[config.mk]
export PLATFORM = sky130hd
export DESIGN_NAME = matmul_tile_seq
export DESIGN_NICKNAME = d
export VERILOG_FILES = /design/src/rtl/seq_pkg.sv /design/src/rtl/tile_loop_ctr.sv /design/src/rtl/tile_addr_gen.sv /design/src/rtl/matmul_tile_seq.sv
export SDC_FILE = /design/constraint.sdc
export NUM_CORES = 1
export LEC_CHECK = 0
export BUFFER_PORTS_ARGS = -buffer_cell sky130_fd_sc_hd__buf_2
export CAP_MARGIN = 30
export CORE_MARGIN = 3
export CORE_UTILIZATION = 43
export DETAILED_ROUTE_END_ITERATION = 12
export GPL_ROUTABILITY_DRIVEN = 1
export MAX_ROUTING_LAYER = met4
export PLACE_DENSITY = 0.65
export REMOVE_ABC_BUFFERS = 1
export SYNTH_ARGS = -nofsm -noshare
export SYNTH_HDL_FRONTEND = slang
export SYNTH_SLANG_ARGS = --single-unit
[constraint.sdc]
create_clock -name clk -period 2.2 [get_ports clk]
set_clock_uncertainty 0.15 [all_clocks]
set_input_delay 0.44 -clock clk [delete_from_list [all_inputs] [get_ports clk]]
set_output_delay 0.44 -clock clk [all_outputs]
set_load 0.1 [all_outputs]
[src/rtl/seq_pkg.sv]
package seq_pkg;
  typedef enum logic [1:0] {
    OP_LOADW = 2'd0,
    OP_RUN   = 2'd1,
    OP_DRAIN = 2'd2
  } seq_op_e;

  typedef enum logic [1:0] {
    S_IDLE = 2'd0,
    S_CMD  = 2'd1,
    S_STRM = 2'd2,
    S_FIN  = 2'd3
  } seq_state_e;
endpackage

[src/rtl/tile_loop_ctr.sv]
module tile_loop_ctr #(
  parameter int MT = 8,
  parameter int KT = 1,
  parameter int NT = 16,
  localparam int MW = (MT > 1) ? $clog2(MT) : 1,
  localparam int KW = (KT > 1) ? $clog2(KT) : 1,
  localparam int NW = (NT > 1) ? $clog2(NT) : 1
) (
  input  logic          clk,
  input  logic          rst,
  input  logic          clear,
  input  logic          step,
  output logic [MW-1:0] m_idx,
  output logic [KW-1:0] k_idx,
  output logic [NW-1:0] n_idx,
  output logic          last_n,
  output logic          last_k,
  output logic          last_all
);
  logic adv_k;
  logic adv_m;

  assign last_n   = (n_idx == NW'(NT - 1));
  assign adv_k    = step && last_n;
  assign adv_m    = adv_k && last_k;
  assign last_all = last_n && last_k && (m_idx == MW'(MT - 1));

  always_ff @(posedge clk) begin
    if (rst || clear) begin
      n_idx <= '0;
      m_idx <= '0;
    end else begin
      if (step)  n_idx <= last_n ? '0 : n_idx + 1'b1;
      if (adv_m) m_idx <= m_idx + 1'b1;
    end
  end

  // a single-slice reduction loop is elided: no counter, no reload event
  generate
    if (KT == 1) begin : g_k_elided
      assign k_idx  = '0;
      assign last_k = 1'b1;
    end else begin : g_k_loop
      always_ff @(posedge clk) begin
        if (rst || clear)  k_idx <= '0;
        else if (adv_k)    k_idx <= (k_idx == KW'(KT - 1)) ? '0 : k_idx + 1'b1;
      end
      assign last_k = (k_idx == KW'(KT - 1));
    end
  endgenerate


  n_wrap_chk: assert property (@(posedge clk) disable iff (rst)
    (step && !clear && last_n) |=> (n_idx == '0));
endmodule

[src/rtl/tile_addr_gen.sv]
module tile_addr_gen
  import seq_pkg::*;
#(
  parameter int M  = 128,
  parameter int N  = 256,
  parameter int KT = 1,
  parameter int TM = 16,
  parameter int TN = 16,
  parameter int MW = 3,
  parameter int KW = 1,
  parameter int NW = 4,
  parameter int CW = 9,
  localparam int WAW = (M * KT > 1) ? $clog2(M * KT) : 1,
  localparam int IAW = (N * KT > 1) ? $clog2(N * KT) : 1,
  localparam int OAW = (M * N > 1) ? $clog2(M * N) : 1,
  localparam int LTN = (TN > 1) ? $clog2(TN) : 0
) (
  input  logic           clk,
  input  logic           rst,
  input  logic           en,
  input  seq_op_e        op,
  input  logic [CW-1:0]  cnt,
  input  logic [MW-1:0]  m_idx,
  input  logic [KW-1:0]  k_idx,
  input  logic [NW-1:0]  n_idx,
  output logic           w_rd_en,
  output logic [WAW-1:0] w_addr,
  output logic           in_rd_en,
  output logic [IAW-1:0] in_addr,
  output logic           out_wr_en,
  output logic [OAW-1:0] out_addr
);
  int row_w, col_in, row_o, col_o;

  always_comb begin
    // m = m_tile*TM + m_par (m_pe has one step), n = n_tile*TN + n_pe
    row_w  = int'(m_idx) * TM + int'(cnt);
    col_in = int'(n_idx) * TN + int'(cnt);
    row_o  = int'(m_idx) * TM + (int'(cnt) >> LTN);
    col_o  = int'(n_idx) * TN + (int'(cnt) & (TN - 1));
  end

  always_ff @(posedge clk) begin
    if (rst) begin
      w_rd_en   <= 1'b0;
      in_rd_en  <= 1'b0;
      out_wr_en <= 1'b0;
      w_addr    <= '0;
      in_addr   <= '0;
      out_addr  <= '0;
    end else begin
      w_rd_en   <= en && (op == OP_LOADW);
      in_rd_en  <= en && (op == OP_RUN);
      out_wr_en <= en && (op == OP_DRAIN);
      w_addr    <= WAW'(row_w * KT + int'(k_idx));
      in_addr   <= IAW'(col_in * KT + int'(k_idx));
      out_addr  <= OAW'(row_o * N + col_o);
    end
  end


  one_strobe_chk: assert property (@(posedge clk) disable iff (rst)
    $onehot0({w_rd_en, in_rd_en, out_wr_en}));
endmodule

[src/rtl/matmul_tile_seq.sv]
module matmul_tile_seq
  import seq_pkg::*;
#(
  parameter int M  = 128,
  parameter int K  = 64,
  parameter int N  = 256,
  parameter int TM = 16,
  parameter int TN = 16,
  parameter int KP = 16,
  parameter int KE = 4,
  localparam int KT  = K / (KP * KE),
  localparam int MT  = M / TM,
  localparam int NT  = N / TN,
  localparam int WAW = (M * KT > 1) ? $clog2(M * KT) : 1,
  localparam int IAW = (N * KT > 1) ? $clog2(N * KT) : 1,
  localparam int OAW = (M * N > 1) ? $clog2(M * N) : 1
) (
  input  logic           clk,
  input  logic           rst,
  input  logic           start,
  output logic           busy,
  output logic           done,
  output logic           cmd_valid,
  input  logic           cmd_ready,
  output logic [1:0]     cmd_op,
  output logic           w_rd_en,
  output logic [WAW-1:0] w_addr,
  output logic           in_rd_en,
  output logic [IAW-1:0] in_addr,
  output logic           out_wr_en,
  output logic [OAW-1:0] out_addr
);
  localparam int MW = (MT > 1) ? $clog2(MT) : 1;
  localparam int KW = (KT > 1) ? $clog2(KT) : 1;
  localparam int NW = (NT > 1) ? $clog2(NT) : 1;
  localparam int CW = $clog2(TM * TN + 1);

  seq_state_e    state;
  seq_op_e       op_q;
  logic [CW-1:0] cnt;
  logic [CW-1:0] len_m1;
  logic          strm_last;
  logic          step, clear;
  logic [MW-1:0] m_idx;
  logic [KW-1:0] k_idx;
  logic [NW-1:0] n_idx;
  logic          last_n, last_k, last_all;

  always_comb begin
    case (op_q)
      OP_LOADW: len_m1 = CW'(TM - 1);
      OP_RUN:   len_m1 = CW'(TN - 1);
      default:  len_m1 = CW'(TM * TN - 1);
    endcase
  end

  assign strm_last = (state == S_STRM) && (cnt == len_m1);
  assign clear     = (state == S_IDLE) && start;
  assign step      = strm_last &&
                     (((op_q == OP_RUN) && !last_k) || ((op_q == OP_DRAIN) && !last_all));
  assign cmd_op    = op_q;

  always_ff @(posedge clk) begin
    if (rst) begin
      state     <= S_IDLE;
      op_q      <= OP_LOADW;
      cnt       <= '0;
      cmd_valid <= 1'b0;
      busy      <= 1'b0;
      done      <= 1'b0;
    end else begin
      done <= 1'b0;
      case (state)
        S_IDLE: if (start) begin
          state     <= S_CMD;
          op_q      <= OP_LOADW;
          cmd_valid <= 1'b1;
          busy      <= 1'b1;
        end
        S_CMD: if (cmd_ready) begin
          cmd_valid <= 1'b0;
          cnt       <= '0;
          state     <= S_STRM;
        end
        S_STRM: begin
          if (!strm_last) begin
            cnt <= cnt + 1'b1;
          end else if (op_q == OP_DRAIN && last_all) begin
            state <= S_FIN;
          end else begin
            state     <= S_CMD;
            cmd_valid <= 1'b1;
            if (op_q == OP_LOADW)                 op_q <= OP_RUN;
            else if (op_q == OP_RUN && last_k)    op_q <= OP_DRAIN;
            else                                  op_q <= last_n ? OP_LOADW : OP_RUN;
          end
        end
        default: begin
          done  <= 1'b1;
          busy  <= 1'b0;
          state <= S_IDLE;
        end
      endcase
    end
  end

  tile_loop_ctr #(.MT(MT), .KT(KT), .NT(NT)) u_loops (
    .clk(clk), .rst(rst), .clear(clear), .step(step),
    .m_idx(m_idx), .k_idx(k_idx), .n_idx(n_idx),
    .last_n(last_n), .last_k(last_k), .last_all(last_all)
  );

  tile_addr_gen #(
    .M(M), .N(N), .KT(KT), .TM(TM), .TN(TN),
    .MW(MW), .KW(KW), .NW(NW), .CW(CW)
  ) u_addr (
    .clk(clk), .rst(rst), .en(state == S_STRM), .op(op_q), .cnt(cnt),
    .m_idx(m_idx), .k_idx(k_idx), .n_idx(n_idx),
    .w_rd_en(w_rd_en), .w_addr(w_addr),
    .in_rd_en(in_rd_en), .in_addr(in_addr),
    .out_wr_en(out_wr_en), .out_addr(out_addr)
  );


  cmd_hold_chk: assert property (@(posedge clk) disable iff (rst)
    (cmd_valid && !cmd_ready) |=> (cmd_valid && $stable(cmd_op)));

  reload_at_first_col_chk: assert property (@(posedge clk) disable iff (rst)
    (cmd_valid && cmd_ready && cmd_op == 2'd0) |-> (n_idx == '0));

  done_single_chk: assert property (@(posedge clk) disable iff (rst)
    done |=> !done);

  done_after_write_chk: assert property (@(posedge clk) disable iff (rst)
    done |-> ($past(out_wr_en) && !busy));

  idle_quiet_chk: assert property (@(posedge clk) disable iff (rst)
    !busy |-> (!cmd_valid && !w_rd_en && !in_rd_en));
endmodule

==> impl_metrics.py, run 1 <==
metrics = {
    "outcome": {
        "outcome": "finished clean",
    },
    "power_and_ir_drop": {
        "ir_worst_vdd_uv": 660.8,
        "pwr-share-seq_pct": 45.5,
        "power.density_nw_per_um2": 767.7,
        "internal_power_uw": 1325,
        "clkPwrFrac_pct": 26.7,
        "pwr-share-comb_pct": 27.7,
        "p_sw_share_pct": 35.67,
        "p_leak_uw": 0.001148,
        "switchingPower_uw": 734.6,
    },
    "clocking": {
        "post_cts.repair.setup_buffers": 0,
        "cts_buffers": 5,
        "h-tree-depth": 2,
        "cts_sinks": 48,
        "clock_latency_ps": 300,
        "clk_pin_slew_ps": 90,
        "cts_resized": 0,
        "holdBufCountCts": 0,
        "cts_tree": "yes",
        "cts-root-buf": "clkbuf_8",
        "cts.path.max_buffers": 2,
    },
    "routing": {
        "wl_per_cell_um": 12.39,
        "postRouteAntennaNets": 0,
        "viasPerCell": 5.075,
        "vias": 1827,
        "dr.pass1.iters": 4,
        "drc": 0,
        "drt_iter0_markers": 80,
        "totalWireLength_um": 4459,
    },
    "timing": {
        "hold_viol": 0,
        "final-max-slew-violation-count": 0,
        "worstMarginPinSlew_ps": 439.1,
        "max_freq_mhz": 497.5,
        "post-route-period-util_pct": 91.36,
        "period_needed_ps": 2010,
        "rsz0062_at_grt": "no",
        "finalSetupTns_ps": 0,
        "setup_violations": 0,
        "slew_headroom_pct": 69.89,
    },
    "setup_path": {
        "path_buf_inv": 2,
        "crit_start": "state[0]",
        "r2r_cells": 6,
        "cp-end-kind": "flip-flop",
        "path_delay_family": "simple AND/OR/NAND/NOR gates",
        "cpPeakStageDelay_ps": 520,
        "path_cells": "inv_1 -> ha_1 -> buf_4 -> nand2_1 -> or4b_1 -> o21ai_0",
        "path_depth": 6,
        "r2r_end": "cnt[1]",
        "cp_slowest_cell": "or4b_1",
        "crit_type": "flip-flop to flip-flop",
        "rr_startpoint": "state[0]",
        "ff2ff_setup_slack_ps": 190,
        "crit_required_ps": 2280,
        "crit_fanout": 11,
        "cp-start-kind": "flip-flop",
        "critPathArrivalTime_ps": 2090,
    },
    "place": {
        "gp_congestion": 0.8186,
        "dp.cells": 352,
        "port_buffers": 41,
        "dp_hpwl_um": 3250,
    },
    "grt": {
        "grt_max_degree": 26,
        "grt_pass1_wl_um": 7893,
        "track_usage_pct": 16.22,
        "first_global_vias": 1712,
        "grt-ovfl-total": 0,
        "antenna_found_initial": 0,
    },
    "synthesis": {
        "yosysWarnings": 0,
        "ys_ff_latch": 48,
        "syn_avg_cell_area_um2": 9.294,
        "synth_edf_count": 0,
        "syn_area_um2": 2323,
        "synth-async-reset-ratio_pct": 0,
        "ys_types": 49,
        "yosysSeqAreaShare_pct": 41.36,
        "syn_inst": 250,
        "synth-main-ff-cell": "dfxtp_1",
    },
    "floorplanning": {
        "dieArea_um2": 6322,
        "core-area_um2": 5172,
        "start_util_pct": 44.92,
        "die_w_um": 79.51,
        "row_count": 26,
        "die_h_um": 79.51,
        "io_pins": 42,
    },
    "layout": {
        "final_common_cell": "dfxtp_1",
        "layout_common_cells": "dfxtp_1, buf_2, nor2_1",
        "area_growth_pct": 15.45,
        "instances_no_fill": 360,
        "drive_gt1_share_pct": 23.45,
        "final_net_count": 310,
        "antenna-diode-count": 0,
    },
    "min_path": {
        "hold_path.class": "primary input to flip-flop",
        "min_from": "start",
        "holdPathStages": 3,
        "hold-path-endpoint": "busy",
    },
    "flow_run": {
        "maxCapViolCount": 0,
    },
}
==> worst register-to-register path, stage by stage (launching register included) <==
cell,delay [ps]
dfxtp_1,360
inv_1,130
ha_1,320
buf_4,230
nand2_1,160
or4b_1,520
o21ai_0,80
==> area by class of cell <==
class / count / area [um^2]
repair buffers: 51 / 280.3
flip-flops and latches: 48 / 960.9
fillers: 480 / 2490
well taps: 70 / 87.58
clock inverters: 2 / 15.01
inverters: 14 / 52.55
clock buffers: 6 / 82.58
multi-input cells: 169 / 1204
==> flip-flops by register name, indices dropped and copies added, names as in the netlist, 2 cells and up <==
name and cells:
cnt 9, u_addr.w_addr 3, u_addr.in_addr 4, u_loops.m_idx 3, u_addr.out_addr 15, u_loops.n_idx 4, state 2, cmd_op 2
==> metal layers <==
metal / share of wire [%] / vias to the layer above / global-route usage (%)
met5: 0 / - / -
met4: 1.1 / 0 / 6.186
met3: 4.8 / 6 / 4.515
met2: 46 / 40 / 24.37
met1: 48 / 836 / 20.76
li1: - / 945 / -
==> metrics by stage <==
| step | hold slack [ps] | instance area (um^2) | worst slack (ps) | utilization, % | power [uW] |
|---|---|---|---|---|---|
| global placement | 341.3 | 2585 | 268.5 | 49.98 | 1527 |
| CTS | 319.3 | 2683 | 196.3 | 51.86 | 2087 |
| detailed placement | 343.2 | 2585 | 208.8 | 49.98 | 1532 |
| floorplan | 314.7 | 2217 | -587.4 | - | 1396 |
| finish | 312.1 | 2683 | 190.0 | 51.86 | 2059 |
| global route | 327.2 | 2683 | 28.13 | 51.86 | 2184 |
==> power by group through the flow <==
stage          Sequential [uW]  Clock [uW]  Combinational, uW
2_1_floorplan             1130           0                271
3_3_place_gp               957           0                570
3_5_place_dp               959           0                573
4_1_cts                    938         574                574
5_1_grt                    944         610                630
6_report                   937         551                571
==> worst max path at each step <==
stage / end / slack, ps
after CTS: cnt[1] / 200
after global placement: cnt[1] / 270
after floorplan: in_addr[0] / -590
after global routing: u_loops.m_idx[1] / 30
after detailed placement: u_loops.m_idx[2] / 210
final: cnt[1] / 190
==> cell usage after synthesis, types with 5 or more instances <==
| cell | n | area share (%) |
|---|---|---|
| clkbuf_1 | 5 | 0.81 |
| nand2b_1 | 8 | 2.2 |
| dfxtp_1 | 48 | 41 |
| mux2i_1 | 5 | 2.2 |
| buf_4 | 8 | 2.6 |
| nor2_1 | 26 | 4.2 |
| a21oi_1 | 16 | 3.4 |
| ha_1 | 15 | 8.1 |
| nand2_1 | 13 | 2.1 |
| nor3_1 | 6 | 1.3 |
| nor2b_1 | 14 | 3.8 |
| inv_1 | 14 | 2.3 |
| xnor2_1 | 6 | 2.3 |
==> kinds of logic (layout without fill, tap and decap cells) <==
group / Yosys count / after routing / synth area share [%]
mux: 6 / 6 / 2.639
simple gates: 93 / 93 / 22.94
fa+ha+maj: 17 / 17 / 9.801
buf+inv: 33 / 73 / 6.839
xor+xnor: 7 / 7 / 2.639
compound gates: 46 / 46 / 13.79
flops: 48 / 48 / 41.36
No activity file was read; power rests on OpenSTA's default activity.
==> inputs of run 2 (changes only) <==
--- a/config.mk
+++ b/config.mk
@@ -7,7 +7,8 @@
 export LEC_CHECK = 0
 export BUFFER_PORTS_ARGS = -buffer_cell sky130_fd_sc_hd__buf_2
 export CAP_MARGIN = 30
-export CORE_MARGIN = 3
+export CORE_ASPECT_RATIO = 2
+export CORE_MARGIN = 5
 export CORE_UTILIZATION = 43
 export DETAILED_ROUTE_END_ITERATION = 12
 export GPL_ROUTABILITY_DRIVEN = 1
==> run 2 against run 1 <==
  * First-iteration DRC count decreased by 39%
  * Combinational power up 1%
  * Die area rose by 12%
  * Core utilization fell by 1.5 points
  * Worst setup slack lost 4.6 ps
  * Count of clock-buffer cells in the layout is 1 lower
  * Critical endpoint is now cmd_valid
  * Clock power grew 17%
  * Critical path depth decreased by 1
  * Wire length up 6.6%
  * Power up 5.0%
==> impl_metrics.py, run 2 (synthesized netlist as in run 1, its figures left out) <==
metrics = {
    "routing": {
        "wl_met1_um": 1899,
        "drc": 0,
        "postRouteAntennaNets": 0,
        "totalWireLength_um": 4752,
        "viasPerCell": 5.390,
        "vias": 1881,
        "wl_met2_um": 2521,
        "topRoutingLayerUsed": "met4",
        "wl_per_cell_um": 13.62,
        "dr_wl_met3_um": 286,
        "drt_iter0_markers": 49,
        "dr.pass1.iters": 4,
    },
    "layout": {
        "antenna-diode-count": 0,
        "final_net_count": 309,
        "multiInputGateArea_um2": 1204,
        "final_util_pct": 50.33,
        "final_common_cell": "dfxtp_1",
        "area_growth_pct": 15.35,
        "largest_register_ffs": 15,
        "num-fill-cells": 505,
        "regArea_um2": 960.9,
        "layout_common_cells": "dfxtp_1, buf_2, nor2_1",
        "largestRegisters": "u_addr.out_addr x15, cnt x9",
        "top_register": "u_addr.out_addr",
        "drive_gt1_share_pct": 23.18,
    },
    "clocking": {
        "post_cts.repair.setup_buffers": 0,
        "cts-root-buf": "clkbuf_8",
        "cts_resized": 0,
        "clock_latency_ps": 300,
        "cts_buffers": 5,
        "h-tree-depth": 2,
        "holdBufCountCts": 0,
        "cts_sinks": 48,
        "clk_pin_slew_ps": 90,
        "cts.path.max_buffers": 2,
        "cts_tree": "yes",
    },
    "setup_path": {
        "crit_required_ps": 2250,
        "cp-end-kind": "flip-flop",
        "cp-start-kind": "flip-flop",
        "crit_fanout": 10,
        "crit_type": "flip-flop to flip-flop",
        "critPathArrivalTime_ps": 2070,
    },
    "min_path": {
        "hold_path.class": "primary input to flip-flop",
    },
    "grt": {
        "first_global_vias": 1810,
        "antenna_found_initial": 0,
        "grt-ovfl-total": 0,
        "track_usage_pct": 14.71,
        "grt_pass1_wl_um": 7941,
        "grt_max_degree": 28,
    },
    "power_and_ir_drop": {
        "power_uw": 2162,
        "ir_worst_vdd_uv": 616.6,
        "power.density_nw_per_um2": 806.8,
        "p_leak_uw": 0.001154,
    },
    "timing": {
        "post-route-period-util_pct": 91.57,
        "final-max-slew-violation-count": 0,
        "worstMarginPinSlew_ps": 461.2,
        "slew_headroom_pct": 68.37,
        "finalSetupTns_ps": 0,
        "max_freq_mhz": 496.4,
        "holdWs_ps": 313.4,
        "rsz0062_at_grt": "no",
        "period_needed_ps": 2015,
        "hold_viol": 0,
        "setup_violations": 0,
    },
    "flow_run": {
        "maxCapViolCount": 0,
    },
    "outcome": {
        "outcome": "finished clean",
    },
    "floorplanning": {
        "start_util_pct": 43.63,
        "die_h_um": 114.0,
        "io_pins": 42,
        "die_w_um": 61.98,
        "core-area_um2": 5325,
        "dieArea_um2": 7063,
        "row_count": 38,
    },
    "place": {
        "dp_hpwl_um": 3648,
        "gp_congestion": 0.8489,
        "port_buffers": 41,
    },
}
==> run 2: metrics by stage <==
step | std cells | setup WS [ps] | instance area [um^2]
finish | 349 | 185.5 | 2680
global route | 349 | 60.28 | 2680
CTS | 349 | 162.2 | 2680
detailed placement | 341 | 170.6 | 2565
global placement | 341 | 243.6 | 2565
floorplan | 231 | -587.4 | 2217
==> run 2: critical path, stage by stage (launching register included) <==
cell and delay, ps:
dfxtp_1 550, nand4_2 210, a2bb2oi_4 260, o31ai_1 380
a311oi_1 160, a31o_1 200
==> run 2: final cells by class <==
cell class,count,share of cell area (%)
Tap cell,60,2.801
Timing Repair Buffer,50,10.18
Sequential cell,48,35.85
Clock buffer,5,2.568
Multi-Input combinational cell,169,44.91
Clock inverter,3,1.727
Inverter,14,1.961
==> run 2: metal layers <==
metal,track usage (%),vias up
met5,-,-
met4,3.824,0
met3,2.378,6
met2,25.28,58
met1,17.05,884
li1,-,933
==> run 2: report_power, final <==
part           switching, uW  leakage (uW)  total, uW  internal [uW]
Combinational            415      0.000712        578            164
Sequential              34.2      0.000387        941            907
Clock                    300     0.0000548        643            342
==> run 2: final timing paths <==
check / slack, ps / cells past startpoint / from / to
hold reg to reg: 360 / 2 / cnt[1] / u_addr.out_addr[1]
hold / removal: 310 / 3 / start / busy
setup reg to reg: 190 / 5 / cnt[6] / cmd_valid
setup / recovery: 190 / 5 / cnt[6] / cmd_valid
==> inputs of run 3 (changes only) <==
--- a/config.mk
+++ b/config.mk
@@ -5,6 +5,7 @@
 export SDC_FILE = /design/constraint.sdc
 export NUM_CORES = 1
 export LEC_CHECK = 0
+export ABC_AREA = 1
 export BUFFER_PORTS_ARGS = -buffer_cell sky130_fd_sc_hd__buf_2
 export CAP_MARGIN = 30
 export CORE_ASPECT_RATIO = 2
==> run 3 against run 2 <==
  * Clock power shrank 16%
  * Fmax up 7.0%
  * Cell area fell by 2.2%
  * Die area rose by 0.23%
  * Worst hold slack got worse by 100 ps
  * Combinational power rose by 150%
  * Largest power group is now combinational logic
  * Largest cell class unchanged
  * Register-to-register slack gained 170 ps
==> impl_metrics.py, run 3 <==
metrics = {
    "place": {
        "dpl_worst_slack_ps": 374.7,
        "dp_hpwl_um": 3809,
        "place_area_um2": 2530,
        "gp_congestion": 0.8197,
        "port_buffers": 41,
    },
    "synthesis": {
        "synth_edf_count": 0,
        "syn_area_um2": 2330,
        "netlist_top_cells_area": "dfxtp_1, nor2_1, ha_1, nand2_1, inv_1",
        "synth-async-reset-ratio_pct": 0,
        "syn_inst": 304,
        "synth_top_area_cell": "dfxtp_1",
        "yosysSeqAreaShare_pct": 41.25,
        "yosys-top-cells-count": "nor2_1, nand2_1, dfxtp_1",
        "syn_avg_cell_area_um2": 7.664,
        "yosys.cell_count.top_type": "nor2_1",
        "synth-main-ff-cell": "dfxtp_1",
        "ys_ff_latch": 48,
        "ys_types": 30,
        "yosysWarnings": 0,
        "yosysTopAreaCellShare_pct": 41.25,
    },
    "clocking": {
        "cts_resized": 0,
        "clock_latency_ps": 300,
        "holdBufCountCts": 0,
        "cts_sinks": 48,
        "cts_buffers": 5,
        "cts_tree": "yes",
        "clk_pin_slew_ps": 80,
        "cts.path.max_buffers": 2,
        "h-tree-depth": 2,
        "cts-root-buf": "clkbuf_8",
        "post_cts.repair.setup_buffers": 0,
    },
    "layout": {
        "area_growth_pct": 12.46,
        "final_net_count": 360,
        "layout_common_cells": "nor2_1, nand2_1, dfxtp_1",
        "antenna-diode-count": 0,
        "top_register": "u_addr.out_addr",
        "final_util_pct": 48.77,
        "largestRegisters": "u_addr.out_addr x15, cnt x9",
        "drive_gt1_share_pct": 20.00,
        "fin_area_um2": 2620,
        "num-fill-cells": 558,
        "final_common_cell": "nor2_1",
        "largest_register_ffs": 15,
    },
    "min_path": {
        "hold_path.class": "primary input to flip-flop",
        "min_from": "rst",
        "hold-path-endpoint": "u_addr.out_wr_en",
        "holdPathStages": 2,
    },
    "floorplanning": {
        "die_h_um": 114.1,
        "core-area_um2": 5373,
        "dieArea_um2": 7079,
        "die_w_um": 62.05,
        "start_util_pct": 43.36,
        "row_count": 38,
        "io_pins": 42,
    },
    "power_and_ir_drop": {
        "power_uw": 3084,
        "p_leak_uw": 0.001307,
        "power.density_nw_per_um2": 1177,
        "ir_worst_vdd_uv": 776.5,
    },
    "setup_path": {
        "ff2ff_setup_slack_ps": 360,
        "r2r_cells": 8,
        "path_delay_family": "flip-flops",
        "crit_fanout": 8,
        "crit_required_ps": 1610,
        "cpPeakStageDelay_ps": 500,
        "rr_startpoint": "state[0]",
        "cp-end-kind": "primary output",
        "crit_type": "flip-flop to primary output",
        "cp_slowest_cell": "dfxtp_1",
        "r2r_end": "cmd_op[0]",
        "cp-start-kind": "flip-flop",
        "path_cells": "buf_2",
        "path_buf_inv": 1,
        "critPathArrivalTime_ps": 1290,
    },
    "timing": {
        "setup_violations": 0,
        "period_needed_ps": 1882,
        "rsz0062_at_grt": "no",
        "max_freq_mhz": 531.3,
        "finalSetupTns_ps": 0,
        "post-route-period-util_pct": 85.55,
        "slew_headroom_pct": 67.53,
        "final-max-slew-violation-count": 0,
        "fin_ws_ps": 317.9,
        "worstMarginPinSlew_ps": 490.5,
        "hold_viol": 0,
    },
    "outcome": {
        "outcome": "finished clean",
    },
    "grt": {
        "first_global_vias": 1907,
        "grt-ovfl-total": 0,
        "track_usage_pct": 16.55,
        "grt_pass1_wl_um": 8349,
        "antenna_found_initial": 0,
        "grt_max_degree": 26,
    },
    "routing": {
        "postRouteAntennaNets": 0,
        "dr.pass1.iters": 4,
        "drc": 0,
        "vias": 1939,
        "wl_per_cell_um": 12.31,
        "totalWireLength_um": 4923,
        "drt_iter0_markers": 41,
        "viasPerCell": 4.848,
    },
    "flow_run": {
        "maxCapViolCount": 0,
    },
}
-- run 3: cell type report --
class | count | area [um^2] | area share [%]
clock buffer | 8 | 90.09 | 3.438
inverter | 45 | 170.2 | 6.495
multi-input combinational | 195 | 1096 | 41.83
sequential | 48 | 960.9 | 36.68
tap | 60 | 75.07 | 2.865
timing repair buffer | 44 | 227.7 | 8.691
-- run 3: worst max-delay path by stage --
stage / startpoint / end / slack [ps] / depth (start not counted)
final: cmd_op[1] / cmd_op[1] / 320 / 1
after global routing: state[0] / cnt[5] / 170 / 9
after CTS: cmd_op[1] / cmd_op[1] / 290 / 1
after detailed placement: u_loops.n_idx[1] / cmd_op[0] / 370 / 7
after global placement: u_loops.n_idx[1] / cmd_op[0] / 390 / 7
after floorplan: u_addr.out_addr[0] / in_addr[0] / -590 / 0
-- run 3: through the flow --
| stage | hold WS [ps] | instances |
|---|---|---|
| 3_3_place_gp | 324.1 | 392 |
| 6_report | 210.0 | 400 |
| 4_1_cts | 208.0 | 400 |
| 2_1_floorplan | 304.6 | 288 |
| 3_5_place_dp | 332.3 | 392 |
| 5_1_grt | 221.9 | 400 |
-- run 3: report_power, final --
part           switching, uW  total, uW  internal [uW]
sequential               121       1110            994
combinational           1120       1430            307
clock                    286        543            257
total                   1530       3080           1560
-- run 3: logic make-up (layout without fill, tap and decap cells) --
| logic type | count (synthesis) | in the layout | share of synthesized area (%) |
|---|---|---|---|
| simple gates | 139 | 139 | 26.64 |
| buf+inv | 61 | 97 | 11.71 |
| flops | 48 | 48 | 41.25 |
| compound gates | 31 | 31 | 7.627 |
| fa+ha+maj | 17 | 17 | 9.775 |
| xor+xnor | 8 | 8 | 3.008 |
-- run 3: routing by layer --
metal / share of wire (%) / vias up / track usage (%)
li1: - / 1004 / -
met1: 36 / 883 / 15.86
met2: 55 / 40 / 28.81
met3: 4.6 / 12 / 3.386
met4: 3.9 / 0 / 9.348
met5: 0 / - / -
